===== src/rtl/prg_map_pkg.sv =====
package prg_map_pkg;

  // register range chosen by cpu address bits 14:13
  typedef enum logic [1:0] {
    WIN_BANK  = 2'd0,
    WIN_MIRR  = 2'd1,
    WIN_IRQ_A = 2'd2,
    WIN_IRQ_B = 2'd3
  } reg_win_e;

  typedef struct packed {
    logic       chr_mode;
    logic       prg_mode;
    logic [2:0] sel;
    logic       mirror_h;
    logic       ram_rd_on;
    logic       ram_wr_blk;
  } ctrl_t;

  localparam ctrl_t CTRL_RST = '{
    chr_mode:   1'b0,
    prg_mode:   1'b0,
    sel:        3'd0,
    mirror_h:   1'b0,
    ram_rd_on:  1'b1,
    ram_wr_blk: 1'b0
  };

  // first bank data register that feeds the program slots
  localparam int PRG_REG_BASE = 6;
  localparam int PRG_REG_NUM  = 2;

endpackage


===== src/rtl/prg_map_regs.sv =====
module prg_map_regs
  import prg_map_pkg::*;
#(
  parameter int BANK_W = 5
) (
  input  logic              clk_i,
  input  logic              rst_ni,
  input  logic              wr_i,
  input  reg_win_e          win_i,
  input  logic              odd_i,
  input  logic [7:0]        wdata_i,
  output ctrl_t             ctrl_o,
  output logic [BANK_W-1:0] bank_a_o,
  output logic [BANK_W-1:0] bank_b_o
);

  ctrl_t             ctrl_q;
  logic [BANK_W-1:0] bank_q [PRG_REG_NUM];
  logic              unused_wdata;

  assign unused_wdata = ^wdata_i;

  always_ff @(posedge clk_i or negedge rst_ni) begin
    if (!rst_ni) begin
      ctrl_q <= CTRL_RST;
    end else if (wr_i) begin
      unique case (win_i)
        WIN_BANK: if (!odd_i) begin
          ctrl_q.chr_mode <= wdata_i[7];
          ctrl_q.prg_mode <= wdata_i[6];
          ctrl_q.sel      <= wdata_i[2:0];
        end
        WIN_MIRR: if (!odd_i) begin
          ctrl_q.mirror_h <= wdata_i[0];
        end else begin
          ctrl_q.ram_rd_on  <= wdata_i[7];
          ctrl_q.ram_wr_blk <= wdata_i[6];
        end
        default: ;
      endcase
    end
  end

  for (genvar g = 0; g < PRG_REG_NUM; g++) begin : g_bank
    logic hit;
    assign hit = wr_i && (win_i == WIN_BANK) && odd_i &&
                 (ctrl_q.sel == 3'(PRG_REG_BASE + g));
    always_ff @(posedge clk_i or negedge rst_ni) begin
      if (!rst_ni)  bank_q[g] <= '0;
      else if (hit) bank_q[g] <= wdata_i[BANK_W-1:0];
    end
  end

  assign ctrl_o   = ctrl_q;
  assign bank_a_o = bank_q[0];
  assign bank_b_o = bank_q[1];

endmodule


===== src/rtl/prg_slot_xlate.sv =====
module prg_slot_xlate #(
  parameter int ROM_BANKS = 32,
  parameter int BANK_W    = $clog2(ROM_BANKS)
) (
  input  logic               prg_mode_i,
  input  logic [BANK_W-1:0]  bank_a_i,
  input  logic [BANK_W-1:0]  bank_b_i,
  input  logic [14:0]        addr_i,
  output logic [BANK_W+12:0] rom_addr_o
);

  localparam logic [BANK_W-1:0] BANK_LAST   = BANK_W'(ROM_BANKS - 1);
  localparam logic [BANK_W-1:0] BANK_PENULT = BANK_W'(ROM_BANKS - 2);

  logic [BANK_W-1:0] bank;

  always_comb begin
    unique case (addr_i[14:13])
      2'd0:    bank = prg_mode_i ? BANK_PENULT : bank_a_i;
      2'd1:    bank = bank_b_i;
      2'd2:    bank = prg_mode_i ? bank_a_i : BANK_PENULT;
      default: bank = BANK_LAST;
    endcase
  end

  assign rom_addr_o = {bank, addr_i[12:0]};

endmodule


===== src/rtl/prg_rd_mux.sv =====
module prg_rd_mux (
  input  logic       we_i,
  input  logic       rom_win_i,
  input  logic       ram_win_i,
  input  logic       ram_rd_on_i,
  input  logic       ram_wr_blk_i,
  input  logic [7:0] rom_rdata_i,
  input  logic [7:0] ram_rdata_i,
  output logic       ram_rd_en_o,
  output logic       ram_wr_en_o,
  output logic [7:0] rdata_o
);

  assign ram_rd_en_o = ram_win_i && !we_i && ram_rd_on_i;
  assign ram_wr_en_o = ram_win_i && we_i && !ram_wr_blk_i;

  always_comb begin
    if (rom_win_i)        rdata_o = rom_rdata_i;
    else if (ram_rd_en_o) rdata_o = ram_rdata_i;
    else                  rdata_o = 8'h00;
  end

endmodule


===== src/rtl/prg_bank_mapper.sv =====
module prg_bank_mapper
  import prg_map_pkg::*;
#(
  parameter int ROM_BANKS = 32,
  localparam int BANK_W   = $clog2(ROM_BANKS),
  localparam int ROM_AW   = BANK_W + 13
) (
  input  logic              clk_i,
  input  logic              rst_ni,
  input  logic [15:0]       cpu_addr_i,
  input  logic [7:0]        cpu_wdata_i,
  input  logic              cpu_we_i,
  input  logic [7:0]        rom_rdata_i,
  input  logic [7:0]        ram_rdata_i,
  output logic [ROM_AW-1:0] rom_addr_o,
  output logic [12:0]       ram_addr_o,
  output logic              ram_rd_en_o,
  output logic              ram_wr_en_o,
  output logic [7:0]        rdata_o,
  output logic              mirror_horiz_o,
  output logic              chr_mode_o
);

  ctrl_t             ctrl;
  logic [BANK_W-1:0] bank_a;
  logic [BANK_W-1:0] bank_b;
  logic              rom_win;
  logic              ram_win;
  reg_win_e          win;

  assign rom_win = cpu_addr_i[15];
  assign ram_win = (cpu_addr_i[15:13] == 3'b011);
  assign win     = reg_win_e'(cpu_addr_i[14:13]);

  prg_map_regs #(.BANK_W(BANK_W)) u_regs (
    .clk_i    (clk_i),
    .rst_ni   (rst_ni),
    .wr_i     (cpu_we_i && rom_win),
    .win_i    (win),
    .odd_i    (cpu_addr_i[0]),
    .wdata_i  (cpu_wdata_i),
    .ctrl_o   (ctrl),
    .bank_a_o (bank_a),
    .bank_b_o (bank_b)
  );

  prg_slot_xlate #(.ROM_BANKS(ROM_BANKS), .BANK_W(BANK_W)) u_xlate (
    .prg_mode_i (ctrl.prg_mode),
    .bank_a_i   (bank_a),
    .bank_b_i   (bank_b),
    .addr_i     (cpu_addr_i[14:0]),
    .rom_addr_o (rom_addr_o)
  );

  prg_rd_mux u_rd (
    .we_i         (cpu_we_i),
    .rom_win_i    (rom_win),
    .ram_win_i    (ram_win),
    .ram_rd_on_i  (ctrl.ram_rd_on),
    .ram_wr_blk_i (ctrl.ram_wr_blk),
    .rom_rdata_i  (rom_rdata_i),
    .ram_rdata_i  (ram_rdata_i),
    .ram_rd_en_o  (ram_rd_en_o),
    .ram_wr_en_o  (ram_wr_en_o),
    .rdata_o      (rdata_o)
  );

  assign ram_addr_o     = cpu_addr_i[12:0];
  assign mirror_horiz_o = ctrl.mirror_h;
  assign chr_mode_o     = ctrl.chr_mode;

endmodule


===== config.mk =====
export PLATFORM = sky130hd
export DESIGN_NAME = prg_bank_mapper
export DESIGN_NICKNAME = d
export VERILOG_FILES = /design/src/rtl/prg_map_pkg.sv /design/src/rtl/prg_map_regs.sv /design/src/rtl/prg_slot_xlate.sv /design/src/rtl/prg_rd_mux.sv /design/src/rtl/prg_bank_mapper.sv
export SDC_FILE = /design/constraint.sdc
export NUM_CORES = 1
export LEC_CHECK = 0
export CORE_MARGIN = 3
export CORE_UTILIZATION = 35
export DETAILED_ROUTE_END_ITERATION = 10
export PLACE_DENSITY = 0.81
export SLEW_MARGIN = 20
export SYNTH_ARGS = -nofsm -noshare
export SYNTH_HDL_FRONTEND = slang
export SYNTH_SLANG_ARGS = --single-unit

===== constraint.sdc =====
create_clock -name clk_i -period 1.7 [get_ports clk_i]
set_input_delay 0.255 -clock clk_i [delete_from_list [all_inputs] [get_ports clk_i]]
set_output_delay 0.255 -clock clk_i [all_outputs]
set_load 0.05 [all_outputs]

==> results.toml <==
[run_status]
status = "complete, but fails checks"
failed_checks = "setup timing"

[synth]
synth-edff-count = 0
syn_inst = 110
syn_avg_cell_area_um2 = 11.1
syn-num-nets = 153
ys_seq_elements = 18
async_flop_share_pct = 100
synthTopCellsByArea = "dfrtp_1, buf_4, mux2_2"
synth_area_leader_cell = "dfrtp_1"
netlist_top_cells_count = "buf_4, dfrtp_1, mux2_2"
ys_seq_area_share_pct = 36.9
ys_types = 28
yosysWarnings = 0
synth_most_common_cell = "buf_4"
syn_area_um2 = 1220
synthFlopType = "dfrtp_1"
synth_top_area_share_pct = 34.8

[layout]
post-route-cell-area_um2 = 1950
diodes = 0
nNetsFinal = 187
area_growth_pct = 59.2
final_util_pct = 60.7
fin_cells = 187
drive_above_1_share_pct = 53.1
fillers = 274

[setup_path]
worstPathRequired_ns = 1.44
critPathCaptureType = "output pin"
worst-setup-path-type = "reg -> out"
cp-start-kind = "flip-flop"
r2r_cells = 4
cp_max_fo = 5
crit_arrival_ns = 1.47

[sta]
period_needed_ns = 1.73
fmax_mhz = 578
post-route-worst-setup-slack_ns = -0.0300
slew_headroom_pct = 79.9
max_slew.worst_pin.slew_ns = 0.302
rsz0062_at_grt = "yes"
hold_ws_ns = 0.263
finalSetupViolations = 8
hold_viol = 0
drv_slew = 0
skew_ns = 0.00403
period_share_pct = 102

[power]
p_per_area_nw_per_um2 = 722
power.leakage_nw = 0.872
peakVddDrop_v = 0.000435
finalPower_mw = 1.41

[floorplan]
die_area_um2 = 4240
start_util_pct = 38.2
fp.dieH_um = 65.1
core_um2 = 3200
pin_count = 86
row_count = 20
die_width_um = 65.1

[clocking]
cts_buffers = 3
tritoncts = "yes"
clkTransAtPathRegs_ns = 0.10
clock_path_buffers = 2
htree_levels = 1
clockRootBuffer = "clkbuf_4"
cts-hold-fix-buffers = 0
clock_latency_ns = 0.30
clock_sinks = 18

[job]
cap_violations = 0

[placed_design]
place.detailed.hpwl_um = 2480
globalplace.congestion = 0.791
dp_cells = 181
port_buffers = 48
placed_cell_area_um2 = 1810

[drt]
drtIter0Drc = 37
wl_per_cell_um = 17.1
routed_wl_um = 3210
first_pass_iters = 4
vias_per_cell = 5.02
drtAntennaViolNets = 0
vias = 939
drc = 0

[global_route]
grt_max_degree = 19
grt_first_pass_wirelength_um = 4640
overflow = 0
antenna_found_initial = 0
grt_pass1_vias = 980
grt.total_usage_pct = 14.5

[hold_path]
hold_path_class = "in -> async"
## path summary, 6_finish.rpt
kind                               startpoint                 end  slack (ns)
hold reg to reg            u_regs.bank_b_o[3]  u_regs.bank_b_o[3]        0.52
hold / removal                         rst_ni  u_regs.bank_a_o[2]        0.26
min in group clk_i              cpu_addr_i[2]       ram_addr_o[2]        0.51
setup / recovery             u_regs.ctrl_o[1]          rdata_o[6]       -0.03
max in group asynchronous              rst_ni    u_regs.ctrl_o[1]        1.18
setup reg to reg             u_regs.ctrl_o[4]  u_regs.bank_a_o[2]        0.34
## power breakdown
group | internal [mW] | switching (mW)
clock network | 0.131 | 0.134
registers | 0.492 | 0.0535
logic | 0.318 | 0.278
total | 0.940 | 0.465
## layer usage
metal / vias to the layer above / part of all wire, % / global-route usage, %
met4: 0 / 1.6 / 6.48
met1: 443 / 40 / 16.2
met2: 57 / 50 / 25.8
met5: - / 0 / 0
li1: 431 / - / -
met3: 8 / 8.0 / 3.93
## sequential cells by signal (all words and copies together) (netlist names)
register         flops
u_regs.bank_a_o      5
u_regs.bank_b_o      5
u_regs.ctrl_o        8
## cells by family (layout without fill, tap and decap cells)
| group | count (synthesis) | count (layout) | share of synthesized area (%) |
|---|---|---|---|
| and+or+nand+nor | 19 | 19 | 12.9 |
| DFF | 18 | 18 | 37.0 |
| AOI/OAI and AO/OA | 18 | 18 | 11.3 |
| buffers and inverters | 37 | 70 | 20.8 |
| muxes | 18 | 18 | 18.1 |
## area by class of cell
class	instances	area [um^2]	area share (%)
tap	44	55.1	2.83
inverter	4	15.0	0.772
timing repair buffer	62	757	38.9
multi-input combinational	55	629	32.3
sequential	18	453	23.3
clock buffer	4	36.3	1.86
## cell usage in the layout, fill, tap and decap left out, drive strengths merged
cell           count
dfstp              1
nand4              1
or3                1
o22a               4
dfrtp             17
clkbuf             4
buf               33
a22o               8
nand3b             3
and3               1
mux2              18
dlygate4sd2        4
nor3b              2
a211oi             1
nor2               2
inv                4
nand2b             1
nor4b              1
a21oi              5
nand4bb            1
nor3               4
clkdlybuf4s50     25
nor2b              1
or3b               1
## stage by stage
| stage | setup slack (ns) | TNS, ns |
|---|---|---|
| 6_report | -0.0300 | -0.180 |
| 5_1_grt | -0.112 | -1.02 |
| 4_1_cts | -0.0291 | -0.187 |
| 3_5_place_dp | -0.267 | -5.02 |
| 3_3_place_gp | -0.220 | -4.24 |
| 2_1_floorplan | -0.241 | -1.80 |
## repair_timing
item	in CTS	in global routing
gates resized for setup	6	16
pin swaps	1	5
buffers inserted	1	0
gates cloned	0	1
endpoints found under the setup margin	15	13
## worst max-delay path, cell delays in order, from the launching register on
cell and delay (ns):
dfstp_2 0.54, nor3b_4 0.22, buf_6 0.16, a22o_4 0.13, buf_12 0.13
(Power assumes the default switching activity.)
